`config.mk`:
```
export PLATFORM = sky130hd
export DESIGN_NAME = i2c_irq_status
export DESIGN_NICKNAME = d
export VERILOG_FILES = /design/src/rtl/i2c_irq_status.sv
export SDC_FILE = /design/constraint.sdc
export NUM_CORES = 1
export LEC_CHECK = 0
export BUFFER_PORTS_ARGS = -buffer_cell sky130_fd_sc_hd__buf_2
export CORE_ASPECT_RATIO = 1.25
export CORE_MARGIN = 8
export CORE_UTILIZATION = 33
export CTS_CLUSTER_SIZE = 30
export DETAILED_ROUTE_END_ITERATION = 10
export GPL_TIMING_DRIVEN = 0
export PLACE_DENSITY_LB_ADDON = 0.05
export SETUP_SLACK_MARGIN = 0.2
export SYNTH_ARGS = -nofsm -noshare
export SYNTH_HDL_FRONTEND = slang
export SYNTH_SLANG_ARGS = --single-unit
```
`constraint.sdc`:
```
create_clock -name clk -period 1.4 [get_ports clk]
set_clock_uncertainty 0.05 [all_clocks]
set_input_delay 0.21 -clock clk [delete_from_list [all_inputs] [get_ports clk]]
set_output_delay 0.21 -clock clk [all_outputs]
set_load 0.05 [all_outputs]
```
`src/rtl/i2c_irq_status.sv`:
```
module i2c_irq_status #(
  parameter int ADDR_W   = 5,
  parameter int DATA_W   = 16,
  parameter int CLR_BASE = 16
) (
  input  logic              clk,
  input  logic              rst_n,
  input  logic              rd_en,
  input  logic              wr_en,
  input  logic [ADDR_W-1:0] addr,
  input  logic [DATA_W-1:0] wdata,
  output logic [DATA_W-1:0] rdata,
  input  logic [11:0]       evt,
  input  logic              rx_full_lvl,
  input  logic              tx_empty_lvl,
  input  logic [15:0]       abrt_src,
  output logic              irq
);
  localparam int NSRC = 12;
  localparam logic [NSRC-1:0] EDGE_SRC = 12'hFEB;
  localparam logic [15:0] ABRT_KEEP = 16'h1EBF;
  localparam logic [ADDR_W-1:0] A_MASKED = ADDR_W'(0);
  localparam logic [ADDR_W-1:0] A_RAW    = ADDR_W'(1);
  localparam logic [ADDR_W-1:0] A_MASK   = ADDR_W'(2);
  localparam logic [ADDR_W-1:0] A_ABRT   = ADDR_W'(3);
  localparam logic [ADDR_W-1:0] A_CLRALL = ADDR_W'(4);
  localparam int TX_ABRT = 6;

  logic [NSRC-1:0] raw_q, mask_q, clr_hit;
  logic [15:0]     abrt_q, abrt_new;
  logic            clr_all, clr_abrt;

  wire unused_wdata = ^wdata[DATA_W-1:NSRC];

  assign clr_all  = rd_en && addr == A_CLRALL;
  assign clr_abrt = clr_all || clr_hit[TX_ABRT];
  assign abrt_new = evt[TX_ABRT] ? (abrt_src & ABRT_KEEP) : 16'h0;

  for (genvar k = 0; k < NSRC; k++) begin : g_src
    if (EDGE_SRC[k]) begin : g_edge
      assign clr_hit[k] = rd_en && addr == ADDR_W'(CLR_BASE + k);
      always_ff @(posedge clk or negedge rst_n)
        if (!rst_n) raw_q[k] <= 1'b0;
        else        raw_q[k] <= evt[k] | (raw_q[k] & ~(clr_hit[k] | clr_all));
    end else begin : g_level
      wire unused_evt = evt[k];
      assign clr_hit[k] = 1'b0;
      always_ff @(posedge clk or negedge rst_n)
        if (!rst_n) raw_q[k] <= 1'b0;
        else        raw_q[k] <= (k == 2) ? rx_full_lvl : tx_empty_lvl;
    end
  end

  always_ff @(posedge clk or negedge rst_n)
    if (!rst_n)                     mask_q <= '0;
    else if (wr_en && addr == A_MASK) mask_q <= wdata[NSRC-1:0];

  always_ff @(posedge clk or negedge rst_n)
    if (!rst_n)        abrt_q <= '0;
    else if (clr_abrt) abrt_q <= abrt_new;
    else               abrt_q <= abrt_q | abrt_new;

  always_ff @(posedge clk or negedge rst_n)
    if (!rst_n) irq <= 1'b0;
    else        irq <= |(raw_q & mask_q);

  always_comb begin
    rdata = '0;
    if (addr == A_MASKED)    rdata[NSRC-1:0] = raw_q & mask_q;
    else if (addr == A_RAW)  rdata[NSRC-1:0] = raw_q;
    else if (addr == A_MASK) rdata[NSRC-1:0] = mask_q;
    else if (addr == A_ABRT) rdata[15:0] = abrt_q;
    else
      for (int k = 0; k < NSRC; k++)
        if (EDGE_SRC[k] && addr == ADDR_W'(CLR_BASE + k)) rdata[0] = raw_q[k];
  end
endmodule


```
Word level (Yosys, flattened, before mapping):

Index checks and enable logic that the tools add are counted.

* register bits: 41
* input bits: 55
* output and inout bits: 17
* logic and storage cells: 106

* equality and inequality tests: 14
* multiplexer cells: 20
* bitwise logic cells: 42
* reductions and logical operators: 15

Operators with widths (number)
* 5-bit == test, second input constant: 10
* 12-bit two-way mux: 3
* 1-bit OR: 20
* 16-bit two-way mux: 1
* 16-bit by 13-bit OR with 16-bit output: 1
* 15-bit two-way mux: 1
* 13-bit two-way mux: 1
* 12-bit bitwise AND: 1
* 1-bit logical AND: 12
* 4-bit two-way mux: 3
* 12-bit OR reduction: 1
* 1-bit two-way mux: 11
* 1-bit bitwise AND: 10
* 5-bit by 2-bit == test with 1-bit output, second input constant: 2
* 1-bit NOT: 10
* 5-bit by 1-bit == test with 1-bit output, second input constant: 1
* 5-bit by 3-bit == test with 1-bit output, second input constant: 1
* 5-bit logical NOT: 1
* 1-bit logical OR: 1

Longest topological paths before layout:

* depth after elaboration: 15
* mapped depth: 7
* depth with buffers taken out: 5

Least setup slack after synthesis:

Ideal clock, no wire load.

* path kind: input-to-output
* start point: in addr[1]
* end point: out rdata[6]
* arrival time: 2.064 ns
* required time: 1.140 ns
* setup slack: -0.924 ns
* stages on the path: 5
* buffers on the path: 3
* cell sequence: clkbuf_1 -> buf_2 -> buf_1 -> o22ai_1 -> nor3_1

* cells in the longest elaborated chain, start to end: 5
* elaborated cells on any way between the ends: 8
* classes of those cells: eq/ne: 3; mux: 4; reduce/logical: 1

RTL lines
* from (decl): RTL line 10 `input logic [ADDR_W-1:0] addr,`
* 5-bit by 2-bit == test with 1-bit output: RTL line 72 `else if (addr == A_ABRT) rdata[15:0] = abrt_q;`
* 15-bit two-way mux: RTL line 72
* 12-bit two-way mux: RTL line 71 `else if (addr == A_MASK) rdata[NSRC-1:0] = mask_q;`
* 12-bit two-way mux: RTL line 70 `else if (addr == A_RAW) rdata[NSRC-1:0] = raw_q;`
* 12-bit two-way mux (*): RTL line 69 `if (addr == A_MASKED) rdata[NSRC-1:0] = raw_q & mask_q;`
* to (decl): RTL line 12 `output logic [DATA_W-1:0] rdata,`

Mark *: on every way between the ends. The rest lies on a longest branch, timed or not.

Worst setup path in the final report:

* start point: reg raw_q[0]
* end point: out rdata[0]

* cells in the longest elaborated chain, start to end: 14
* elaborated cells on any way between the ends: 15
* classes of those cells: mux: 14; bitwise: 1

RTL lines
* from (decl): RTL line 29 `logic [NSRC-1:0] raw_q, mask_q, clr_hit;`
* from (signal, indexed assignment): RTL line 44 `else raw_q[k] <= evt[k] | (raw_q[k] & ~(clr_hit[k] | clr_all));`
* 1-bit two-way mux (10 in series): RTL line 75 `if (EDGE_SRC[k] && addr == ADDR_W'(CLR_BASE + k)) rdata[0] = raw_q[k];`
* 1-bit two-way mux: RTL line 72
* 12-bit two-way mux: RTL line 71
* 12-bit two-way mux: RTL line 70
* 12-bit two-way mux (*): RTL line 69

Marks and branches as above.

==> summary.txt <==
Run status
  – Status: finished, violations left
  – Failing checks: hold timing, setup timing

Critical path
  – Worst reg2reg endpoint: irq
  – WS Path Type: reg2out
  – R2R depth: 4
  – CP arrival: 1.59 ns
  – WP data required: 1.14 ns
  – FF-to-FF Start: raw_q[7]
  – CP endpoint kind: primary output
  – Crit Path Max Fanout: 4
  – Reg2reg setup slack: 0.06 ns
  – Worst setup SP type: flop

Placed design
  – Final HPWL DP: 4.39 mm
  – Placed inst area: 0.00251 sq mm
  – Pre-CTS setup slack: -0.483 ns
  – Buffers on Ports: 53
  – GPL Wtd Cong: 0.814

Synth
  – Yosys reg bits: 36
  – Warnings, synthesis: 0
  – Sequential share of the synthesized area: 0.459
  – Average size of a mapped cell: 10.3 sq um
  – Netlist area before placement: 0.00196 sq mm
  – Post-Syn Instances: 190
  – Yosys cell types: 39

Run
  – Maxcap violations: 0

Clock network
  – Clock slew at reported path FFs: 0.07 ns
  – Worst-Skew Late Latency: 0.28 ns
  – Number of buffers created by CTS: 5
  – H-tree Lvls: 2
  – CTS tree: done
  – CTS Sinks: 36
  – Clk root buf: clkbuf_8
  – Max clock buf depth: 2

Pwr
  – Peak supply drop: 469 uV
  – Pwr dens: 849 mW/mm^2
  – Pleak: 1.37 nW
  – Total Power: 2.79 mW

Finish
  – Synth-to-Final Area Change: 67.1%
  – Layout cells sized above 1: 0.579
  – Finished Cell Area: 0.00328 sq mm
  – Antenna diodes: 0
  – Fillers: 508
  – Multi-input combinational cell area: 0.00131 sq mm
  – Finished Core Util: 0.568
  – Nets@finish: 335
  – Storage cell area: 905 sq um

Global route
  – Pin count of the biggest net entering global routing: 37
  – Vias in the first global route: 1943
  – Gr usage total: 0.149
  – GRT Residual Overflow: 0
  – First-pass GRT wire length: 10.2 mm
  – Antenna violations before repair: 0

Hold path
  – Hold Path Class: in2async

Drt
  – First-pass iteration count of the detailed router: 6
  – WL final: 6.48 mm
  – Iteration-0 DRC Markers: 59
  – Remaining antenna violation count after routing: 0
  – DRC violations left: 0
  – DR vias/cell: 5.36
  – Via count: 1853
  – Average wire per standard cell: 18.7 microns

Floorplanning
  – Die area: 0.00869 sq mm
  – Initial core utilization: 0.340
  – IO Pins: 72
  – Die span in x: 85.0 microns
  – Placeable Area: 0.00578 sq mm
  – Die Y: 102 microns
  – Site Rows: 31

STA
  – Clock period minus worst slack: 1.85 ns
  – Max Fclk: 0.540 GHz
  – Final max-slew violation count: 0
  – Final worst-path cycle share: 1.32
  – Hold WS: -0.0333 ns
  – RSZ-0062 raised after global routing: yes
  – Final setup violation count: 23
  – Worst-Margin Slew: 0.818 ns
  – Final worst slack: -0.453 ns
  – Final hold viol count: 36
  – Rel. slew slack: 0.454
[critical path, cell delays in order, from the launching register on]
cell and delay (ns):
dfrtp_1 0.42, mux2i_1 0.09, o22ai_1 0.16, o21ai_1 0.08, a32o_2 0.28, a21oi_4 0.12
buf_6 0.17
[layer usage]
layer / global-route usage / part of all wire
met1: 0.188 / 0.44
met2: 0.242 / 0.49
met3: 0.0362 / 0.058
met4: 0.0549 / 0.019
met5: 0 / 0
[power by group]
group / internal, mW / total (mW) / switching [mW]
Clock: 0.339 / 0.704 / 0.366
Sequential: 1.14 / 1.26 / 0.115
Combinational: 0.435 / 0.827 / 0.391
Total: 1.91 / 2.79 / 0.872
[Yosys cell counts]
master	number	share of area
nand2_1	8	0.015
nand3b_1	3	0.011
nand4b_1	1	0.0045
and2_1	1	0.0032
o22ai_1	15	0.048
o221ai_1	1	0.0045
nor3_1	6	0.015
or2_1	1	0.0032
a22o_1	14	0.062
o21ai_0	19	0.048
a21o_1	4	0.015
nand2b_1	4	0.013
buf_6	1	0.0057
nor2b_1	2	0.0064
nand3_1	3	0.0076
o32ai_1	2	0.0089
or2b_1	1	0.0038
o21bai_1	5	0.019
a211oi_1	1	0.0038
and3_1	1	0.0032
a31oi_1	1	0.0032
clkbuf_1	4	0.0076
a221oi_1	3	0.013
buf_12	1	0.010
nor3_4	1	0.0083
dfrtp_1	36	0.46
a211o_1	1	0.0045
mux2_2	2	0.011
or3_4	1	0.0057
buf_2	7	0.018
a21oi_1	5	0.013
o21a_1	1	0.0038
mux2_4	10	0.076
mux2i_1	2	0.010
buf_1	1	0.0019
a32o_1	1	0.0051
conb_1	1	0.0019
buf_4	4	0.015
nor2_1	15	0.029
[kinds of logic (layout without fill, tap and decap cells)]
family | count (synthesis) | count (layout) | synth area share
AOI/OAI and AO/OA | 73 | 73 | 0.253
and+or+nand+nor | 48 | 48 | 0.129
DFF | 36 | 36 | 0.459
buffers and inverters | 18 | 106 | 0.0586
muxes | 14 | 14 | 0.0981
other | 1 | 3 | 0.00191
[timing repair]
item                                    CTS  global route
setup buffers                            13             9
pin swaps                                11            16
resized for setup                        97            24
gates cloned                              3             1
hold buffers                              2             0
endpoints found under the hold margin    38             0
endpoints found under the setup margin   29            36
[worst max path at each step]
stage	from	end	cells past startpoint
final	raw_q[0]	rdata[0]	6
after global routing	mask_q[0]	rdata[0]	5
after CTS	raw_q[0]	rdata[0]	6
after detailed placement	addr[0]	rdata[0]	8
after global placement	addr[0]	rdata[0]	8
after floorplan	addr[2]	rdata[0]	6
[per-stage QoR]
| stage | instances | setup TNS [ns] | hold WS [ns] |
|---|---|---|---|
| floorplan | 192 | -5.07 | -0.136 |
| global placement | 311 | -11.20 | 0.269 |
| detailed placement | 311 | -10.84 | 0.270 |
| CTS | 336 | -2.43 | -0.0154 |
| global route | 346 | -3.20 | 0.0213 |
| finish | 346 | -2.07 | -0.0333 |
[cell usage in the layout, fill, tap and decap left out, types with 3 or more instances in the layout]
cell / count
nand3_1: 3
o21ai_2: 3
buf_8: 11
buf_12: 3
buf_2: 40
clkbuf_8: 5
a21oi_1: 3
a22o_1: 14
nand3b_1: 3
dfrtp_1: 33
buf_4: 16
nand2b_1: 4
conb_1: 3
a21o_1: 4
o21bai_1: 5
mux2_4: 12
nor2_4: 9
nor2_1: 6
o21ai_4: 6
dfrtp_2: 3
o22ai_2: 6
nand2_1: 8
buf_6: 22
nor3_4: 5
o22ai_4: 5
o21ai_0: 9
o22ai_1: 4
[flip-flops by register name, indices dropped and copies added (netlist names)]
register and flops:
mask_q 12, abrt_q 11, raw_q 12, irq 1
[final cells by class]
class / count / area share
clock inverter: 1 / 0.00153
sequential: 36 / 0.276
clock buffer: 6 / 0.0221
timing repair buffer: 81 / 0.200
multi-input combinational: 138 / 0.400
tap: 66 / 0.0252
buffer: 18 / 0.0748
Note: power is estimated with default switching activity, not from simulation.
